$ cat config.mk
export PLATFORM = sky130hd
export DESIGN_NAME = serial_mem_front
export DESIGN_NICKNAME = d
export VERILOG_FILES = /design/src/rtl/sfe_pkg.sv /design/src/rtl/sfe_sync.sv /design/src/rtl/sfe_hold.sv /design/src/rtl/sfe_shift.sv /design/src/rtl/serial_mem_front.sv
export SDC_FILE = /design/constraint.sdc
export NUM_CORES = 1
export LEC_CHECK = 0
export ABC_CLOCK_PERIOD_IN_PS = 2200
export BUFFER_PORTS_ARGS = -buffer_cell sky130_fd_sc_hd__buf_4
export CAP_MARGIN = 25
export CORE_MARGIN = 2
export CORE_UTILIZATION = 54
export CTS_CLUSTER_DIAMETER = 200
export DETAILED_ROUTE_END_ITERATION = 16
export GPL_ROUTABILITY_DRIVEN = 0
export PLACE_DENSITY = 0.88
export SLEW_MARGIN = 20
export SYNTH_ARGS = -nofsm -noshare
export SYNTH_HDL_FRONTEND = slang
export SYNTH_SLANG_ARGS = --single-unit
$ cat constraint.sdc
create_clock -name clk -period 2.2 [get_ports clk]
set_clock_uncertainty 0.05 [all_clocks]
set_input_delay 0.44 -clock clk [delete_from_list [all_inputs] [get_ports clk]]
set_output_delay 0.44 -clock clk [all_outputs]
set_load 0.1 [all_outputs]
$ cat src/rtl/sfe_pkg.sv
package sfe_pkg;
   // Bundled bus inputs, synchronised together.
   typedef struct packed {
      logic sclk;
      logic seln;
      logic din;
      logic pausen;
   } pad_t;

   localparam pad_t PAD_IDLE = '{sclk: 1'b0, seln: 1'b1, din: 1'b0, pausen: 1'b1};
endpackage

$ cat src/rtl/sfe_sync.sv
module sfe_sync #(
   parameter int unsigned W       = 4,
   parameter int unsigned STAGES  = 2,
   parameter logic [W-1:0] RST_VAL = '0
) (
   input  logic         clk,
   input  logic         rst_n,
   input  logic [W-1:0] d,
   output logic [W-1:0] q
);
   if (STAGES < 2) begin : g_bad_stages
      $error("sfe_sync: STAGES must be at least 2");
   end

   logic [W-1:0] chain [STAGES];

   for (genvar g = 0; g < STAGES; g++) begin : g_stage
      if (g == 0) begin : g_first
         always_ff @(posedge clk or negedge rst_n)
            if (!rst_n) chain[g] <= RST_VAL;
            else        chain[g] <= d;
      end else begin : g_next
         always_ff @(posedge clk or negedge rst_n)
            if (!rst_n) chain[g] <= RST_VAL;
            else        chain[g] <= chain[g-1];
      end
   end

   assign q = chain[STAGES-1];
endmodule

$ cat src/rtl/sfe_hold.sv
module sfe_hold (
   input  logic clk,
   input  logic rst_n,
   input  logic active,
   input  logic sclk_s,
   input  logic pause_s,
   input  logic pause_p,
   output logic held
);
   logic pause_fall, pause_rise;
   assign pause_fall = pause_p & ~pause_s;
   assign pause_rise = ~pause_p & pause_s;

   always_ff @(posedge clk or negedge rst_n) begin
      if (!rst_n)                                 held <= 1'b0;
      else if (!active)                           held <= 1'b0;
      else if (!held && pause_fall && !sclk_s)    held <= 1'b1;
      else if (held && pause_rise && !sclk_s)     held <= 1'b0;
   end

   assert_hold_entry_R7: assert property (@(posedge clk) disable iff (!rst_n)
      $rose(held) |-> ($past(sclk_s) == 1'b0));

   assert_hold_exit_R8: assert property (@(posedge clk) disable iff (!rst_n)
      $fell(held) |-> (($past(sclk_s) == 1'b0) || ($past(active) == 1'b0)));
endmodule

$ cat src/rtl/sfe_shift.sv
module sfe_shift #(
   parameter int unsigned DATA_W = 8
) (
   input  logic              clk,
   input  logic              rst_n,
   input  logic              active,
   input  logic              run,
   input  logic              clk_rise,
   input  logic              clk_fall,
   input  logic              din,
   input  logic [DATA_W-1:0] tx_data,
   input  logic              tx_drive,
   output logic              tx_fetch,
   output logic              drive_q,
   output logic              dout,
   output logic [DATA_W-1:0] rx_data,
   output logic              rx_strobe,
   output logic              rx_is_first
);
   localparam int unsigned CNT_W = $clog2(DATA_W);
   localparam logic [CNT_W-1:0] LAST = CNT_W'(DATA_W - 1);

   logic [CNT_W-1:0]  cnt;
   logic [DATA_W-1:0] rx_sr, tx_sr;
   logic              first_q, pend_q;

   always_ff @(posedge clk or negedge rst_n) begin
      if (!rst_n) begin
         cnt <= '0; rx_sr <= '0; tx_sr <= '0; rx_data <= '0;
         first_q <= 1'b1; pend_q <= 1'b0; drive_q <= 1'b0;
         rx_strobe <= 1'b0; rx_is_first <= 1'b0; tx_fetch <= 1'b0;
      end else if (!active) begin
         cnt <= '0; first_q <= 1'b1; pend_q <= 1'b0; drive_q <= 1'b0;
         rx_strobe <= 1'b0; tx_fetch <= 1'b0;
      end else begin
         rx_strobe <= 1'b0;
         tx_fetch  <= 1'b0;
         if (run && clk_rise) begin
            rx_sr <= {rx_sr[DATA_W-2:0], din};
            if (cnt == LAST) begin
               cnt         <= '0;
               rx_data     <= {rx_sr[DATA_W-2:0], din};
               rx_strobe   <= 1'b1;
               rx_is_first <= first_q;
               first_q     <= 1'b0;
               pend_q      <= 1'b1;
            end else begin
               cnt <= cnt + 1'b1;
            end
         end
         if (run && clk_fall) begin
            if (pend_q) begin
               tx_sr    <= tx_data;
               drive_q  <= tx_drive;
               tx_fetch <= 1'b1;
               pend_q   <= 1'b0;
            end else begin
               tx_sr <= {tx_sr[DATA_W-2:0], 1'b0};
            end
         end
      end
   end

   assign dout = tx_sr[DATA_W-1];

   assert_strobe_single_R2: assert property (@(posedge clk) disable iff (!rst_n)
      rx_strobe |=> !rx_strobe);

   assert_fetch_single_R6: assert property (@(posedge clk) disable iff (!rst_n)
      tx_fetch |=> !tx_fetch);

   assert_count_cleared_R5: assert property (@(posedge clk) disable iff (!rst_n)
      !active |=> (cnt == '0));
endmodule

$ cat src/rtl/serial_mem_front.sv
module serial_mem_front
   import sfe_pkg::*;
#(
   parameter int unsigned DATA_W      = 8,
   parameter int unsigned SYNC_STAGES = 2
) (
   input  logic              clk,
   input  logic              rst_n,
   input  logic              ser_clk,
   input  logic              sel_n,
   input  logic              ser_din,
   input  logic              pause_n,
   output logic              ser_dout,
   output logic              ser_dout_en,
   input  logic              cmd_reject,
   input  logic [DATA_W-1:0] tx_data,
   input  logic              tx_drive,
   output logic              tx_fetch,
   output logic [DATA_W-1:0] rx_data,
   output logic              rx_strobe,
   output logic              rx_is_first
);
   if (DATA_W < 2) begin : g_bad_width
      $error("serial_mem_front: DATA_W must be at least 2");
   end

   pad_t pad_raw, pad_s;
   logic sclk_p, seln_p, pause_p;
   logic active, sel_fall, clk_rise, clk_fall;
   logic held, rej_q, run, drive_q;

   assign pad_raw = '{sclk: ser_clk, seln: sel_n, din: ser_din, pausen: pause_n};

   sfe_sync #(.W($bits(pad_t)), .STAGES(SYNC_STAGES), .RST_VAL(PAD_IDLE)) u_sync (
      .clk(clk), .rst_n(rst_n), .d(pad_raw), .q(pad_s));

   always_ff @(posedge clk or negedge rst_n) begin
      if (!rst_n) begin
         sclk_p <= PAD_IDLE.sclk; seln_p <= PAD_IDLE.seln; pause_p <= PAD_IDLE.pausen;
      end else begin
         sclk_p <= pad_s.sclk; seln_p <= pad_s.seln; pause_p <= pad_s.pausen;
      end
   end

   assign active   = ~pad_s.seln;
   assign sel_fall = seln_p & ~pad_s.seln;
   assign clk_rise = active & ~sclk_p & pad_s.sclk;
   assign clk_fall = active & sclk_p & ~pad_s.sclk;

   // Reject latch: held until the next selection begins.
   always_ff @(posedge clk or negedge rst_n) begin
      if (!rst_n)                     rej_q <= 1'b0;
      else if (sel_fall)              rej_q <= 1'b0;
      else if (active && cmd_reject)  rej_q <= 1'b1;
   end

   sfe_hold u_hold (
      .clk(clk), .rst_n(rst_n), .active(active), .sclk_s(pad_s.sclk),
      .pause_s(pad_s.pausen), .pause_p(pause_p), .held(held));

   assign run = ~held & ~rej_q;

   sfe_shift #(.DATA_W(DATA_W)) u_shift (
      .clk(clk), .rst_n(rst_n), .active(active), .run(run),
      .clk_rise(clk_rise), .clk_fall(clk_fall), .din(pad_s.din),
      .tx_data(tx_data), .tx_drive(tx_drive), .tx_fetch(tx_fetch),
      .drive_q(drive_q), .dout(ser_dout), .rx_data(rx_data),
      .rx_strobe(rx_strobe), .rx_is_first(rx_is_first));

   assign ser_dout_en = active & drive_q & ~held & ~rej_q;

   assert_reject_quiet_R9: assert property (@(posedge clk) disable iff (!rst_n)
      rej_q |=> !rx_strobe);

   assert_deselect_quiet_R4: assert property (@(posedge clk) disable iff (!rst_n)
      (pad_s.seln && seln_p) |=> !rx_strobe);
endmodule

==> out/metrics.yaml, run 1 <==
drive_gt1_frac: 0.5822
syn-mean-instance-area_um2: 15.90
clkSinkCount: 45
synthArstFlopShare: 1.000
drt_pre_antenna_iters: 3
worst_r2r_startpoint: "u_shift.cnt[0]$_DFFE_PN0P_"
clockPowerShare: 0.290
cts_buffer_depth: 2
max_h_tree_level: 2
detail_route.drc_violations: 0
ys_dominant_reg_cell: "sky130_fd_sc_hd__dfrtp_1"
synthesized_flop_and_latch_total: 45
max_clock_freq_ghz: 0.4873
grt_pass1_wl_um: 4464
synth.top_cell.area_share: 0.5292
power_per_cell_area_mw_per_mm2: 809.0
yosys.area.top_type: "sky130_fd_sc_hd__dfrtp_1"
vias_per_cell: 4.974
synth_cell_type_count: 23
setup_tns_after_final_layout_ns: 0
violations: "negative hold slack"
combinationalPowerShare: 0.125
fin_crit_sh: 0.9328
placement_rows: 20
insertion_delay_ns: 0.37
maximum_capacitance_violations: 0
p_leak_nw: 1.091
fillCellCount: 229
worst_ep_required_time_ns: 1.71
tritoncts_clock_tree: "built"
switching_power_w: 0.0004142
critical_path.startpoint: "rej_q$_DFFE_PN0P_"
ys_seq_area_frac: 0.6316
cp_slowest_stage_delay_ns: 0.49
postRouteWirelength_um: 2670
wire_per_inst_um: 14.05
post_cts.repair.setup_buffers: 0
ioPinCount: 29
setup_viol_count_final: 0
core_ar_mm2: 0.003103
total_power_of_the_final_layout_w: 0.001709
final_nets: 163
timing.hold.worst.class: "in -> async"
multi_input_comb_area_um2: 616.8
die_area_mm2: 0.003804
crit_path_max_fanout: 4
clockRootBuffer: "sky130_fd_sc_hd__clkbuf_4"
timing.max_slew.rel_slack: 0.6440
synth-warning-count: 0
worst_path_dominant_cell_family: "flip-flops"
rsz0062_at_grt: "no"
via_count_of_the_first_global_routing_pass: 992
port_buffers: 28
die_height_um: 61.68
netSwitchingFraction: 0.2424
timing.critical_path.to_type: "output port"
worst-r2r-setup-slack_ns: 0.45
number_of_antenna_violations_at_the_first_check_in_global_routing: 0
insertedDiodeCount: 0
grt_start_max_net_pins: 46
tightestPinTransition_ns: 0.5340
post-dp-hpwl_um: 1899
post_cts.resized_instances: 0
whs_ns: -0.01011
critical_path.cell_chain: "nor3_4 -> and2_1 -> buf_4"
final.min_clock_period_ns: 2.052
kind_of_start_point_of_the_critical_path: "flop"
hold_viol_final: 18
synth_cells: 113
run_status: "finished, violations left"
critical-path-slowest-cell: "sky130_fd_sc_hd__dfrtp_1"
initial_core_utilization: 0.5790
slew_viol_final: 0
vias: 945
grt-ovfl-total: 0
area_delta_synth_final_pct: 17.55
timing.setup.critical_path_class: "reg -> out"
sequentialPowerShare: 0.585
ys_top_cells_by_area: "sky130_fd_sc_hd__dfrtp_1 53%, sky130_fd_sc_hd__mux2_2 16%, sky130_fd_sc_hd__dfstp_2 10%"
fp.dieW_um: 61.68
cell_area_synth_mm2: 0.001797
crit_arrival_ns: 1.56
synth_enable_flop_cells: 0
drt_first_iter_violations: 26
ir_worst_vdd_mv: 0.5747
clock_transition_at_the_registers_of_the_reported_paths_ns: 0.14
path_buf_inv: 1
gr-usage-all-layers: 0.1705
cellInternalPower_w: 0.001294
syn-num-nets: 131
cts_hold_buffers: 0
sequential_cell_area_mm2: 0.001135
cts_inserted_buffers: 5
ant_nets: 0
worst reg2reg max path, stage by stage, from the launching register on:
cell and delay, ns:
sky130_fd_sc_hd__dfrtp_1 0.42, sky130_fd_sc_hd__ha_1 0.20, sky130_fd_sc_hd__ha_1 0.19, sky130_fd_sc_hd__nor4b_4 0.13, sky130_fd_sc_hd__nand2_2 0.29, sky130_fd_sc_hd__mux2_2 0.38
logic make-up (layout without fill, tap and decap cells):
group,count (synthesis),in the layout,share of synthesized area
buf+inv,8,41,0.02507
simple gates,16,16,0.07661
mux,34,34,0.2270
compound gates,8,8,0.02576
flops,45,45,0.6316
fa+ha+maj,2,2,0.01393
power by group through the flow:
stage	clock network, W	logic, W	registers, W
after floorplan	0	0.000136	0.00102
after global placement	0	0.000204	0.00100
after detailed placement	0	0.000219	0.00101
after CTS	0.000501	0.000219	0.000998
after global routing	0.000540	0.000235	0.00101
final	0.000496	0.000214	0.000999
layout make-up:
| type | instances | share of cell area |
|---|---|---|
| sequential | 45 | 0.5373 |
| timing repair buffer | 28 | 0.09953 |
| clock buffer | 6 | 0.01955 |
| multi-input combinational | 60 | 0.2921 |
| clock inverter | 2 | 0.01659 |
| inverter | 5 | 0.008886 |
| tap | 44 | 0.02607 |
worst paths after layout:
path / endpoint / depth (start not counted)
min: u_shift.rx_data[0]$_DFFE_PN0P_ / 1
max reg2reg: u_shift.rx_data[6]$_DFFE_PN0P_ / 5
max in group asynchronous: u_shift.first_q$_DFFE_PN1P_ / 1
max: ser_dout_en / 3
min in group clk: u_sync.chain[6]$_DFF_PN1_ / 1
min reg2reg: u_sync.q[3]$_DFF_PN0_ / 0
metal layers:
metal | track usage | part of all wire | up-vias
met5 | 0 | 0 | -
met3 | 0.07143 | 0.050 | 8
li1 | - | - | 453
met2 | 0.2662 | 0.50 | 19
met1 | 0.2093 | 0.43 | 465
met4 | 0.07295 | 0.024 | 0
per-stage QoR:
stage	instances	util	setup WS, ns	hold WS (ns)	instance area [um^2]
CTS	190	0.6806	0.1364	0.008525	2112
global placement	182	0.6560	0.5061	0.2835	2036
floorplan	113	-	0.2180	0.09441	1797
finish	190	0.6806	0.1478	-0.01011	2112
global route	190	0.6806	0.08128	0.01943	2112
detailed placement	182	0.6560	0.4568	0.2847	2036
flip-flops by register name, indices dropped and copies added, names as in the netlist:
signal / cells
sclk_p: 1
u_sync.chain: 4
seln_p: 1
u_shift.pend_q: 1
u_shift.first_q: 1
pause_p: 1
u_shift.drive_q: 1
u_sync.q: 4
u_shift.tx_fetch: 1
u_shift.tx_sr: 8
u_shift.cnt: 3
u_shift.rx_data: 8
u_shift.rx_strobe: 1
u_shift.rx_is_first: 1
u_hold.held: 1
u_shift.rx_sr: 7
rej_q: 1
cell usage in the layout (no fill, tap or decap), types with 2 or more instances in the layout:
cell and instances:
sky130_fd_sc_hd__inv_1 5, sky130_fd_sc_hd__mux2_2 26, sky130_fd_sc_hd__and2b_2 4, sky130_fd_sc_hd__nor2_1 2, sky130_fd_sc_hd__o21ai_0 3, sky130_fd_sc_hd__a21oi_1 3, sky130_fd_sc_hd__nand2_2 2, sky130_fd_sc_hd__dfstp_2 7
sky130_fd_sc_hd__dfrtp_1 38, sky130_fd_sc_hd__ha_1 2, sky130_fd_sc_hd__nand2_1 2, sky130_fd_sc_hd__buf_4 28, sky130_fd_sc_hd__clkbuf_4 5, sky130_fd_sc_hd__mux2_4 7
synth_stat cells, types with 2 or more instances:
master	count
sky130_fd_sc_hd__dfrtp_1	38
sky130_fd_sc_hd__mux2_2	26
sky130_fd_sc_hd__dfstp_2	7
sky130_fd_sc_hd__mux2_4	7
sky130_fd_sc_hd__inv_1	5
sky130_fd_sc_hd__and2b_2	4
sky130_fd_sc_hd__a21oi_1	3
sky130_fd_sc_hd__o21ai_0	3
sky130_fd_sc_hd__buf_6	2
sky130_fd_sc_hd__ha_1	2
sky130_fd_sc_hd__nand2_1	2
sky130_fd_sc_hd__nand2_2	2
sky130_fd_sc_hd__nor2_1	2
(Power assumes the default switching activity.)
==> run 2, diff against run 1 <==
--- a/config.mk
+++ b/config.mk
@@ -14,6 +14,7 @@
 export DETAILED_ROUTE_END_ITERATION = 16
 export GPL_ROUTABILITY_DRIVEN = 0
 export PLACE_DENSITY = 0.88
+export REMOVE_ABC_BUFFERS = 1
 export SLEW_MARGIN = 20
 export SYNTH_ARGS = -nofsm -noshare
 export SYNTH_HDL_FRONTEND = slang
==> run 2 against run 1 <==
  * The flow now finishes without violations
  * Count of clock-buffer cells in the layout up 1
  * Via count up 3.4%
  * Setup slack better by 0.016 ns
  * Worst hold slack better by 0.028 ns
  * Die area unchanged
  * Critical path depth unchanged
  * Design area down 0.30%
  * Cell count unchanged
  * Sequential power about the same
  * Clock power down 14%
  * Flip-flop and latch count unchanged
  * Register-to-register slack worse by 0.04 ns
  * Critical path type unchanged
  * Largest cell class unchanged
  * Highest routed layer unchanged
==> out/metrics.yaml, run 2 (synthesized netlist as in run 1, its figures left out) <==
rsz0062_at_grt: "no"
max_h_tree_level: 2
path_buf_inv: 1
crit_arrival_ns: 1.55
die_height_um: 61.68
crit_path_max_fanout: 4
power_per_cell_area_mw_per_mm2: 780.0
placement_rows: 20
postRouteWirelength_um: 2734
vias: 977
post_cts.resized_instances: 0
post_cts.repair.setup_buffers: 0
die_area_mm2: 0.003804
clockPowerShare: 0.260
final-instance-count-excl-fill: 190
initial_core_utilization: 0.5790
cts_buffer_depth: 2
worst_path_dominant_cell_family: "flip-flops"
clock_transition_at_the_registers_of_the_reported_paths_ns: 0.12
number_of_antenna_violations_at_the_first_check_in_global_routing: 0
tightestPinTransition_ns: 0.5399
whs_ns: 0.01767
detail_route.drc_violations: 0
p_leak_nw: 1.090
ir_worst_vdd_mv: 0.4814
cp_slowest_stage_delay_ns: 0.47
most_used_cells_in_the_layout_excluding_fill_and_tap_cells: "38 x sky130_fd_sc_hd__dfrtp_1, 28 x sky130_fd_sc_hd__buf_4, 26 x sky130_fd_sc_hd__mux2_2, 7 x sky130_fd_sc_hd__mux2_4, 7 x sky130_fd_sc_hd__dfstp_2"
grt_start_max_net_pins: 46
setup_tns_after_final_layout_ns: 0
timing.max_slew.rel_slack: 0.6400
insertion_delay_ns: 0.34
cellInternalPower_w: 0.001241
drt_first_iter_violations: 22
sequentialPowerShare: 0.611
timing.setup.critical_path_class: "reg -> out"
clkSinkCount: 45
grt-ovfl-total: 0
max_clock_freq_ghz: 0.4912
timing.critical_path.to_type: "output port"
insertedDiodeCount: 0
critical_path.cell_chain: "nor3_4 -> and2_1 -> buf_4"
worst_ep_required_time_ns: 1.71
total_power_of_the_final_layout_w: 0.001642
area_delta_synth_final_pct: 17.20
cts_inserted_buffers: 5
switching_power_w: 0.0004013
ant_nets: 0
final.min_clock_period_ns: 2.036
slew_viol_final: 0
fin_crit_sh: 0.9254
placedCellCount: 182
critical-path-slowest-cell: "sky130_fd_sc_hd__dfrtp_1"
final_nets: 163
port_buffers: 28
wire_per_inst_um: 14.39
kind_of_start_point_of_the_critical_path: "flop"
run_status: "finished, final reports clean"
fp.dieW_um: 61.68
drive_gt1_frac: 0.5890
final_critical_path_setup_slack_ns: 0.1640
tritoncts_clock_tree: "built"
drt_pre_antenna_iters: 2
clockRootBuffer: "sky130_fd_sc_hd__clkbuf_4"
maximum_capacitance_violations: 0
cts_hold_buffers: 0
biggestRegsByFlops: "u_shift.rx_data: 8 flops, u_shift.tx_sr: 8 flops, u_shift.rx_sr: 7 flops"
hold_viol_final: 0
pre_cts_ws_ns: 0.4063
core_ar_mm2: 0.003103
via_count_of_the_first_global_routing_pass: 1034
combinationalPowerShare: 0.129
vias_per_cell: 5.142
netSwitchingFraction: 0.2443
final_common_cell: "sky130_fd_sc_hd__dfrtp_1"
grt_pass1_wl_um: 4547
setup_viol_count_final: 0
gr-usage-all-layers: 0.1684
ioPinCount: 29
timing.hold.worst.class: "in -> async"
run 2: cell count changes in the layout (fill, tap and decap cells not counted), sizes merged:
cell / change
bufinv: -1
clkbuf: +1
run 2: layer usage:
| metal | vias to the layer above | wire length [um] | track usage |
|---|---|---|---|
| met5 | - | 0 | 0 |
| met4 | 0 | 15 | 0.06687 |
| met3 | 4 | 111 | 0.04412 |
| met2 | 19 | 1477 | 0.2917 |
| met1 | 503 | 1129 | 0.1997 |
| li1 | 451 | - | - |
run 2: cell type report:
| cell class | count | area (um^2) |
|---|---|---|
| timing repair buffer | 28 | 210.2 |
| clock buffer | 7 | 65.06 |
| multi-input combinational | 60 | 616.8 |
| tap | 44 | 55.05 |
| fill | 245 | 997.2 |
| sequential | 45 | 1135 |
| clock inverter | 1 | 5.005 |
| inverter | 5 | 18.77 |
run 2: power by group through the flow:
stage	Sequential, W	Combinational [W]	Clock (W)
floorplan	0.00102	0.000131	0
global placement	0.00101	0.000203	0
detailed placement	0.00102	0.000217	0
CTS	0.00101	0.000217	0.000438
global route	0.00102	0.000232	0.000475
finish	0.00100	0.000211	0.000428
run 2: final timing paths:
path,start,endpoint,slack [ns],depth (start not counted)
min in group clk,ser_din,u_sync.chain[5]$_DFF_PN0_,0.15,1
max,rej_q$_DFFE_PN0P_,ser_dout_en,0.16,3
min,rst_n,u_shift.rx_sr[5]$_DFFE_PN0P_,0.02,1
min reg2reg,u_sync.chain[5]$_DFF_PN0_,u_sync.q[1]$_DFF_PN0_,0.32,0
max reg2reg,u_shift.cnt[0]$_DFFE_PN0P_,u_shift.rx_data[7]$_DFFE_PN0P_,0.41,5
max in group asynchronous,rst_n,pause_p$_DFF_PN1_,1.70,1
run 2: metrics by stage:
| stage | utilization | area, um^2 |
|---|---|---|
| after CTS | 0.6786 | 2106 |
| after global routing | 0.6786 | 2106 |
| after floorplan | - | 1770 |
| final | 0.6786 | 2106 |
| after detailed placement | 0.6560 | 2036 |
| after global placement | 0.6560 | 2036 |
==> run 3, diff against run 2 <==
--- a/config.mk
+++ b/config.mk
@@ -13,6 +13,7 @@
 export CTS_CLUSTER_DIAMETER = 200
 export DETAILED_ROUTE_END_ITERATION = 16
 export GPL_ROUTABILITY_DRIVEN = 0
+export GPL_TIMING_DRIVEN = 0
 export PLACE_DENSITY = 0.88
 export REMOVE_ABC_BUFFERS = 1
 export SLEW_MARGIN = 20
==> run 3 against run 2 <==
  * Critical path depth unchanged
  * Clock power is 39% higher
  * Die area unchanged
  * Count of clock-buffer cells in the layout is 2 lower
  * Via count down 3.0%
  * Sequential share of layout area down 0.82 points
  * Setup slack improved by 0.019 ns
  * Flip-flop and latch count unchanged
  * Largest power group unchanged
  * Highest routed layer unchanged
==> out/metrics.yaml, run 3 (synthesized netlist as in run 1, its figures left out) <==
crit_path_max_fanout: 11
port_buffers: 28
ioPinCount: 29
critical_path.cell_chain: "nor3_4 -> and2_1 -> buf_4"
kind_of_start_point_of_the_critical_path: "flop"
cts_hold_buffers: 0
core_ar_mm2: 0.003103
clockRootBuffer: "sky130_fd_sc_hd__clkbuf_4"
cts_buffer_depth: 2
maximum_capacitance_violations: 0
drive_gt1_frac: 0.5890
grt_pass1_wl_um: 4340
die_area_mm2: 0.003804
worst_path_dominant_cell_family: "flip-flops"
area_delta_synth_final_pct: 19.01
total_power_of_the_final_layout_w: 0.001802
drt_pre_antenna_iters: 2
insertion_delay_ns: 0.34
multi_input_comb_area_um2: 616.8
p_leak_nw: 1.104
hold_viol_final: 0
sequential_cell_area_mm2: 0.001135
setup_tns_after_final_layout_ns: 0
post_cts.resized_instances: 0
crit-reg2reg-capture: "u_shift.rx_data[7]$_DFFE_PN0P_"
insertedDiodeCount: 0
worst_ep_required_time_ns: 1.71
post_cts.repair.setup_buffers: 0
timing.hold.worst.class: "in -> async"
initial_core_utilization: 0.5790
most_used_cells_in_the_layout_excluding_fill_and_tap_cells: "38 x sky130_fd_sc_hd__dfrtp_1, 28 x sky130_fd_sc_hd__buf_4, 26 x sky130_fd_sc_hd__mux2_2, 7 x sky130_fd_sc_hd__mux2_4, 7 x sky130_fd_sc_hd__dfstp_2"
worst-r2r-setup-slack_ns: 0.43
grt_start_max_net_pins: 46
worst_r2r_path_depth: 5
tritoncts_clock_tree: "built"
slew_viol_final: 0
clock_transition_at_the_registers_of_the_reported_paths_ns: 0.12
run_status: "finished, final reports clean"
fp.dieW_um: 61.68
postRouteWirelength_um: 2571
max_clock_freq_ghz: 0.4958
pre_cts_ws_ns: 0.4209
power_per_cell_area_mw_per_mm2: 842.7
rsz0062_at_grt: "no"
post_route_design_area_mm2: 0.002138
placement_rows: 20
final.min_clock_period_ns: 2.017
vias: 948
fillCellCount: 233
wire_per_inst_um: 13.53
final_nets: 163
via_count_of_the_first_global_routing_pass: 999
critical-path-slowest-cell: "sky130_fd_sc_hd__dfstp_2"
setup_viol_count_final: 0
tightestPinTransition_ns: 0.5348
worst_r2r_startpoint: "u_shift.cnt[0]$_DFFE_PN0P_"
cp_slowest_stage_delay_ns: 0.46
cts_inserted_buffers: 5
timing.max_slew.rel_slack: 0.6435
post-dp-hpwl_um: 1876
number_of_antenna_violations_at_the_first_check_in_global_routing: 0
drt_first_iter_violations: 24
fin_crit_sh: 0.9168
clkSinkCount: 45
max_h_tree_level: 2
final_critical_path_setup_slack_ns: 0.1830
path_buf_inv: 1
vias_per_cell: 4.989
detail_route.drc_violations: 0
die_height_um: 61.68
standard_cell_area_after_detailed_placement_mm2: 0.002036
ant_nets: 0
gr-usage-all-layers: 0.1613
biggestRegsByFlops: "u_shift.rx_data: 8 flops, u_shift.tx_sr: 8 flops, u_shift.rx_sr: 7 flops"
ir_worst_vdd_mv: 0.5869
timing.critical_path.to_type: "output port"
crit_arrival_ns: 1.53
final_common_cell: "sky130_fd_sc_hd__dfrtp_1"
timing.setup.critical_path_class: "reg -> out"
grt-ovfl-total: 0
==> run 3: changes by cell type in the layout (fill, tap and decap cells not counted) <==
cell,previous run,this run
sky130_fd_sc_hd__bufinv_16,0,2
sky130_fd_sc_hd__clkbuf_8,2,0
==> run 3: per-layer routing <==
metal | track usage | share of wire | up-vias
met5 | 0 | 0 | -
met4 | 0.05471 | 0.0031 | 0
met3 | 0.05672 | 0.038 | 2
met2 | 0.2797 | 0.54 | 19
met1 | 0.1855 | 0.42 | 476
li1 | - | - | 451
==> run 3: worst max-delay path by stage <==
| stage | from | endpoint | depth (start not counted) |
|---|---|---|---|
| 6_report | u_sync.q[2]$_DFF_PN1_ | ser_dout_en | 3 |
| 5_1_grt | u_sync.q[2]$_DFF_PN1_ | ser_dout_en | 3 |
| 4_1_cts | u_sync.q[2]$_DFF_PN1_ | ser_dout_en | 3 |
| 3_5_place_dp | u_shift.cnt[0]$_DFFE_PN0P_ | u_shift.rx_data[7]$_DFFE_PN0P_ | 5 |
| 3_3_place_gp | u_shift.cnt[0]$_DFFE_PN0P_ | u_shift.rx_data[7]$_DFFE_PN0P_ | 5 |
| 2_1_floorplan | rej_q$_DFFE_PN0P_ | ser_dout_en | 2 |
==> run 3: through the flow <==
stage	utilization	std cells	hold WS [ns]
6_report	0.6891	190	0.01502
5_1_grt	0.6891	190	0.03756
4_1_cts	0.6891	190	0.009219
3_5_place_dp	0.6560	182	0.2864
3_3_place_gp	0.6560	182	0.2817
2_1_floorplan	-	110	0.09441
==> run 3: area by class of cell <==
| type | count | area share |
|---|---|---|
| well taps | 44 | 0.02575 |
| multi-input cells | 60 | 0.2885 |
| flip-flops and latches | 45 | 0.5307 |
| clock buffers | 5 | 0.01755 |
| inverters | 5 | 0.008777 |
| repair buffers | 28 | 0.09830 |
| clock inverters | 3 | 0.03043 |
==> run 3: report_power, final <==
part           internal (W)  switching (W)
Clock              0.000352       0.000243
Sequential         0.000931      0.0000669
Combinational      0.000125      0.0000849
==> run 3: worst register-to-register path, stage by stage (launching register included) <==
cell	delay [ns]
sky130_fd_sc_hd__dfrtp_1	0.41
sky130_fd_sc_hd__ha_1	0.20
sky130_fd_sc_hd__ha_1	0.20
sky130_fd_sc_hd__nor4b_4	0.13
sky130_fd_sc_hd__nand2_2	0.29
sky130_fd_sc_hd__mux2_2	0.39
